<file path="config.mk">
export PLATFORM = sky130hd
export DESIGN_NAME = lutarith_slice
export DESIGN_NICKNAME = d
export VERILOG_FILES = /design/src/rtl/lutarith_pkg.sv /design/src/rtl/lutarith_lut4.sv /design/src/rtl/lutarith_chain.sv /design/src/rtl/lutarith_ctrl.sv /design/src/rtl/lutarith_regs.sv /design/src/rtl/lutarith_slice.sv
export SDC_FILE = /design/constraint.sdc
export NUM_CORES = 1
export LEC_CHECK = 0
export ABC_AREA = 1
export BUFFER_PORTS_ARGS = -buffer_cell sky130_fd_sc_hd__buf_2
export CAP_MARGIN = 40
export CORE_AREA = 2 2 131 133
export CTS_CLUSTER_DIAMETER = 50
export DETAILED_ROUTE_END_ITERATION = 7
export DIE_AREA = 0 0 133 135
export GPL_ROUTABILITY_DRIVEN = 0
export GPL_TIMING_DRIVEN = 0
export MAX_ROUTING_LAYER = met4
export SLEW_MARGIN = 20
export SYNTH_ARGS = -nofsm -noshare
export SYNTH_HDL_FRONTEND = slang
export SYNTH_SLANG_ARGS = --single-unit
</file>
<file path="constraint.sdc">
create_clock -name clk -period 8.8 [get_ports clk]
set_input_delay 1.76 -clock clk [delete_from_list [all_inputs] [get_ports clk]]
set_output_delay 1.76 -clock clk [all_outputs]
set_load 0.1 [all_outputs]
</file>
<file path="src/rtl/lutarith_pkg.sv">
package lutarith_pkg;
    typedef enum logic [2:0] {
        UPD_HOLD  = 3'd0,
        UPD_CLEAR = 3'd1,
        UPD_LOAD  = 3'd2,
        UPD_COUNT = 3'd3,
        UPD_ARITH = 3'd4
    } upd_e;

    localparam int unsigned LUT_INPUTS = 4;
    localparam int unsigned LUT_SIZE   = 1 << LUT_INPUTS;
endpackage

</file>
<file path="src/rtl/lutarith_lut4.sv">
module lutarith_lut4
    import lutarith_pkg::*;
(
    input  logic [LUT_SIZE-1:0]   mask,
    input  logic [LUT_INPUTS-1:0] sel,
    output logic                  f
);
    always_comb begin
        f = mask[sel];
    end
endmodule

</file>
<file path="src/rtl/lutarith_chain.sv">
module lutarith_chain #(
    parameter int unsigned N = 8
) (
    input  logic         clk,
    input  logic         rst_n,
    input  logic [N-1:0] opx,
    input  logic [N-1:0] opy,
    input  logic         invert_y,
    output logic [N-1:0] sum,
    output logic         cout
);
    logic [N:0]   carry;
    logic [N-1:0] yeff;

    assign yeff     = invert_y ? ~opy : opy;
    assign carry[0] = invert_y;

    for (genvar i = 0; i < N; i++) begin : g_bit
        assign sum[i]     = opx[i] ^ yeff[i] ^ carry[i];
        assign carry[i+1] = (opx[i] & yeff[i]) | (carry[i] & (opx[i] ^ yeff[i]));
    end

    assign cout = carry[N];

    // Ripple chain must agree with a wide add
    assert_chain_sum_R2: assert property (@(posedge clk) disable iff (!rst_n)
        {cout, sum} == ({1'b0, opx} + {1'b0, yeff} + {{N{1'b0}}, invert_y}));
endmodule

</file>
<file path="src/rtl/lutarith_ctrl.sv">
module lutarith_ctrl
    import lutarith_pkg::*;
#(
    parameter int unsigned N = 8
) (
    input  logic         clk,
    input  logic         rst_n,
    input  logic         ce,
    input  logic         cnt_en,
    input  logic         sclr,
    input  logic         sload,
    input  logic [N-1:0] clr_use,
    input  logic [N-1:0] load_use,
    output upd_e         base_kind,
    output logic [N-1:0] clr_hit,
    output logic [N-1:0] ld_hit
);
    always_comb begin
        unique case ({ce, cnt_en})
            2'b10:   base_kind = UPD_ARITH;
            2'b11:   base_kind = UPD_COUNT;
            default: base_kind = UPD_HOLD;
        endcase
    end

    always_comb begin
        clr_hit = {N{ce & sclr}} & clr_use;
        ld_hit  = {N{ce & sload}} & load_use & ~clr_hit;
    end

    // No clear or load may be taken without the clock enable
    assert_no_hit_without_ce_R6: assert property (@(posedge clk) disable iff (!rst_n)
        !ce |-> (clr_hit == '0 && ld_hit == '0 && base_kind == UPD_HOLD));
endmodule

</file>
<file path="src/rtl/lutarith_regs.sv">
module lutarith_regs
    import lutarith_pkg::*;
#(
    parameter int unsigned N = 8
) (
    input  logic         clk,
    input  logic         rst_n,
    input  upd_e         base_kind,
    input  logic [N-1:0] clr_hit,
    input  logic [N-1:0] ld_hit,
    input  logic [N-1:0] load_val,
    input  logic [N-1:0] adder_sum,
    output logic [N-1:0] q
);
    for (genvar i = 0; i < N; i++) begin : g_reg
        upd_e kind;

        always_comb begin
            if (clr_hit[i])      kind = UPD_CLEAR;
            else if (ld_hit[i])  kind = UPD_LOAD;
            else                 kind = base_kind;
        end

        always_ff @(posedge clk or negedge rst_n) begin
            if (!rst_n) begin
                q[i] <= 1'b0;
            end else begin
                unique case (kind)
                    UPD_CLEAR: q[i] <= 1'b0;
                    UPD_LOAD:  q[i] <= load_val[i];
                    UPD_COUNT,
                    UPD_ARITH: q[i] <= adder_sum[i];
                    default:   q[i] <= q[i];
                endcase
            end
        end
    end
endmodule

</file>
<file path="src/rtl/lutarith_slice.sv">
module lutarith_slice
    import lutarith_pkg::*;
#(
    parameter int unsigned N = 8
) (
    input  logic                  clk,
    input  logic                  rst_n,
    input  logic [N*LUT_SIZE-1:0] lut_a_mask,
    input  logic [N*LUT_SIZE-1:0] lut_b_mask,
    input  logic [N*LUT_INPUTS-1:0] cell_in,
    input  logic [N-1:0]          load_val,
    input  logic [N-1:0]          clr_use,
    input  logic [N-1:0]          load_use,
    input  logic                  ce,
    input  logic                  cnt_en,
    input  logic                  cnt_down,
    input  logic                  sub_mode,
    input  logic                  sclr,
    input  logic                  sload,
    output logic [N-1:0]          q,
    output logic [N-1:0]          lut_out,
    output logic                  carry_out
);
    localparam logic [N-1:0] STEP_ONE = {{(N-1){1'b0}}, 1'b1};

    logic [N-1:0] fa, fb;
    logic [N-1:0] opx, opy, adder_sum;
    logic         invert_y;
    upd_e         base_kind;
    logic [N-1:0] clr_hit, ld_hit;

    for (genvar i = 0; i < N; i++) begin : g_cell
        lutarith_lut4 u_lut_a (
            .mask (lut_a_mask[i*LUT_SIZE +: LUT_SIZE]),
            .sel  (cell_in[i*LUT_INPUTS +: LUT_INPUTS]),
            .f    (fa[i])
        );
        lutarith_lut4 u_lut_b (
            .mask (lut_b_mask[i*LUT_SIZE +: LUT_SIZE]),
            .sel  (cell_in[i*LUT_INPUTS +: LUT_INPUTS]),
            .f    (fb[i])
        );
    end

    assign lut_out = fa;

    // Counting feeds the register back into the adder with a step of +1 or all ones
    always_comb begin
        if (cnt_en) begin
            opx      = q;
            opy      = cnt_down ? {N{1'b1}} : STEP_ONE;
            invert_y = 1'b0;
        end else begin
            opx      = fa;
            opy      = fb;
            invert_y = sub_mode;
        end
    end

    lutarith_chain #(.N(N)) u_chain (
        .clk      (clk),
        .rst_n    (rst_n),
        .opx      (opx),
        .opy      (opy),
        .invert_y (invert_y),
        .sum      (adder_sum),
        .cout     (carry_out)
    );

    lutarith_ctrl #(.N(N)) u_ctrl (
        .clk       (clk),
        .rst_n     (rst_n),
        .ce        (ce),
        .cnt_en    (cnt_en),
        .sclr      (sclr),
        .sload     (sload),
        .clr_use   (clr_use),
        .load_use  (load_use),
        .base_kind (base_kind),
        .clr_hit   (clr_hit),
        .ld_hit    (ld_hit)
    );

    lutarith_regs #(.N(N)) u_regs (
        .clk       (clk),
        .rst_n     (rst_n),
        .base_kind (base_kind),
        .clr_hit   (clr_hit),
        .ld_hit    (ld_hit),
        .load_val  (load_val),
        .adder_sum (adder_sum),
        .q         (q)
    );

    // Hold when the clock enable is low
    assert_hold_R6: assert property (@(posedge clk) disable iff (!rst_n)
        ($past(rst_n) && $past(!ce)) |-> $stable(q));

    // Masked clear zeroes its registers
    assert_masked_clear_R7: assert property (@(posedge clk) disable iff (!rst_n)
        (ce && sclr) |=> ((q & $past(clr_use)) == '0));

    // Masked load copies load_val into registers not being cleared
    assert_masked_load_R8: assert property (@(posedge clk) disable iff (!rst_n)
        (ce && sload) |=> (((q ^ $past(load_val)) &
                            $past(load_use & ~(sclr ? clr_use : '0))) == '0));

    // Plain counting steps by exactly one
    assert_count_step_R4: assert property (@(posedge clk) disable iff (!rst_n)
        (ce && cnt_en && !sclr && !sload) |=>
            (q == ($past(cnt_down) ? $past(q) - STEP_ONE : $past(q) + STEP_ONE)));

    // Registers are zero while reset is asserted
    always_comb begin
        if (!rst_n) assert_reset_zero_R10: assert (q == '0);
    end
endmodule

</file>
==> metrics.csv <==
metric;value;unit
outcome;finished, final reports clean;
Setup Buffers After CTS;0;
Core ar.;16400;µm²
CTS Root Cell;clkbuf_16;
drt total wl;16500;µm
fmax;0.121;GHz
total negative slack;0;ns
min Tclk post-route;8.24;ns
skew final;0.00598;ns
Hold WC Path Type;reg2reg;
Worst-Margin Slew;0.766;ns
Worst setup SP type;input pin;
gr usage total;17.5;%
global-route wire length before repair;24900;µm
WHS;0.559;ns
FILL cells;1883;
antenna viol nets, final;0;
CP endpoint kind;primary output;
critical path's slowest cell;fa_1;
Starting Density;20.2;%
combinational power share;75.8;%
clk buf depth;2;
Leak;2.85;nW
share of cells above drive strength 1;40.7;%
Pwr Density;105;nW/µm²
H-Tree Depth;1;
Largest register FFs;8;
biggest registers after layout;u_regs.q: 8 flops;
chip width;133;µm
synth unique cells;29;
Internal;0.247;mW
final core occ;32.3;%
initial antenna violation count;2;
CTS tree;yes;
Slew headroom;48.9;%
routed via count;5473;
# DRC;0;
DRT iter0 DRCs;309;
most used cell, CP;fa_1;
I/O Pins;337;
DP Wirelength;14200;µm
slowest stage delay, CP;0.50;ns
Synth Register Bits;8;
PortBufs;326;
PostCTS Resize Cnt;0;
Post-synth top cells;nor2_1 (136), o21ai_0 (121), nand2_1 (95);
Clk pwr share;14.2;%
Setup Viol. Count Final;0;
share of the synthesized area in the top cell type;18.3;%
Layout area overhead;60.0;%
clk slew on worst S/H paths;0.04;ns
Cell Chain, Critical Path;buf_2 -> inv_2 -> buf_6 -> nor2_1 -> o221ai_1 -> nand3_1 -> nand2_1 -> nand2_1 -> nand2_1 -> o21ai_0 -> fa_1 -> fa_1 -> fa_1 -> fa_1 -> fa_1 -> fa_1 -> inv_1 -> fa_1 -> buf_2;
net count after synthesis;937;
commonest register cell after synthesis;dfrtp_1;
Final Max Slew Viols;0;
Seq/Total Area, Yosys;6.04;%
DRT Pass-1 Iters;4;
worst endpoint data arrival time;6.48;ns
TritonCTS buffer count;3;
cell taking the most area after synthesis;o21ai_0;
syn avg cell area;5.43;µm²
EDFF count, synth;0;
Reg power frac;10.0;%
clock sinks;8;
largest net degree at the start of global routing;11;
Post-Synthesis Cell Area;3310;µm²
Via-to-Cell Ratio;4.71;
Net Sw Frac;55.7;%
final net count;1268;
cts hold-fix bufs;0;
max cap viols;0;
sw power;0.310;mW
power consumption;0.558;mW
crit-path max FO;10;
DR WL/cell;14.2;µm
top-count cell post-synth;nor2_1;
GR Overflow Total;0;
DIE AREA;18000;µm²
number of global-route vias before repair;5390;
ranking of synthesized cells by area;o21ai_0 (18%), nor2_1 (15%), nand2_1 (11%), o221ai_1 (8.7%), nand3_1 (6.5%);
cell row count;47;
Most flops, register;u_regs.q;
Crit Path Class;in2out;
RSZ-0062 raised after global routing;no;
ys async rst share;100;%
worst skew pair latency;0.24;ns
fin crit share;93.6;%
Post-Syn Instances;610;
critical path required time;7.04;ns
count of final hold-check violations;0;
VDD IR max;0.0641;mV
Synth warnings;0;
die height;135;µm
[final timing paths]
check / start / to / slack, ns / depth (start not counted)
setup / recovery: cell_in[4] / carry_out / 0.56 / 19
hold / removal: u_regs.q[4] / u_regs.q[4] / 0.56 / 2
setup reg to reg: u_regs.q[0] / u_regs.q[7] / 4.38 / 14
hold reg to reg: u_regs.q[4] / u_regs.q[4] / 0.56 / 2
max in group asynchronous: rst_n / u_regs.q[5] / 7.19 / 1
min in group asynchronous: rst_n / u_regs.q[7] / 1.39 / 1
[layout make-up]
| class | instances | area (µm²) | share of cell area, % |
|---|---|---|---|
| Inverter | 63 | 241 | 4.56 |
| Antenna cell | 2 | 5.00 | 0.0945 |
| Buffer | 38 | 283 | 5.34 |
| Timing Repair Buffer | 326 | 1630 | 30.8 |
| Clock buffer | 3 | 75.1 | 1.42 |
| Multi-Input combinational cell | 501 | 2590 | 48.8 |
| Sequential cell | 8 | 200 | 3.78 |
| Tap cell | 220 | 275 | 5.19 |
[critical path: cells and delay by family]
kind / cells / cell delay, ns
compound gates: 2 / 0.30
fa+ha+maj: 7 / 3.06
buf+inv: 5 / 0.94
simple gates: 5 / 0.38
[power by group through the flow]
stage / Combinational [mW] / Sequential, mW / Clock, mW
after floorplan: 0.198 / 0.142 / 0
after global placement: 0.425 / 0.0564 / 0
after detailed placement: 0.424 / 0.0567 / 0
after CTS: 0.426 / 0.0562 / 0.0826
after global routing: 0.459 / 0.0582 / 0.0841
final: 0.423 / 0.0558 / 0.0792
[through the flow]
stage | instances | worst slack (ns) | cell area, µm²
final | 1161 | 0.563 | 5300
after global routing | 1161 | 0.270 | 5300
after CTS | 1159 | 0.485 | 5290
after detailed placement | 1156 | 0.484 | 5220
after global placement | 1156 | 0.476 | 5220
after floorplan | 610 | 0.839 | 3310
[kinds of logic after synthesis]
| group | share of synthesized area [%] |
|---|---|
| buffers and inverters | 15.8 |
| AND/OR/NAND/NOR | 34.8 |
| flip-flops | 6.04 |
| AO/OA/AOI/OAI | 39.1 |
| adder cells (fa/ha/maj) | 4.23 |
[placed cells by master (no fill, tap or decap)]
master     Yosys  final
o211a_1        1      1
a21oi_1        1      1
dfrtp_1        8      8
o22ai_1       14     14
nor2_1       136    136
a221oi_1       3      3
clkbuf_1       3      3
clkbuf_16      0      3
buf_6          7      7
a221o_1        2      2
o21ai_0      121    121
o221ai_1      33     33
inv_1         55     55
nand3_1       43     43
a31oi_1        2      2
buf_8          1      1
inv_2          7      7
o211ai_2       1      1
buf_4         17     17
a211oi_1       1      1
clkbuf_2       1      1
buf_2          9    335
fa_1           7      7
or2_2          1      1
diode_2        0      2
nand2_1       95     95
nand3_2        4      4
inv_6          1      1
o211ai_1      23     23
nand2_2        4      4
o21ai_1        9      9
[per-layer routing]
metal	vias to the layer above	wire length (µm)	share of wire [%]	global-route usage, %
met5	-	0	0	-
met4	0	500	3.0	6.27
met3	40	1290	7.8	2.36
met2	288	8150	49	32.4
met1	2364	6590	40	19.3
li1	2781	-	-	-
Note: power is estimated with default switching activity, not from simulation.
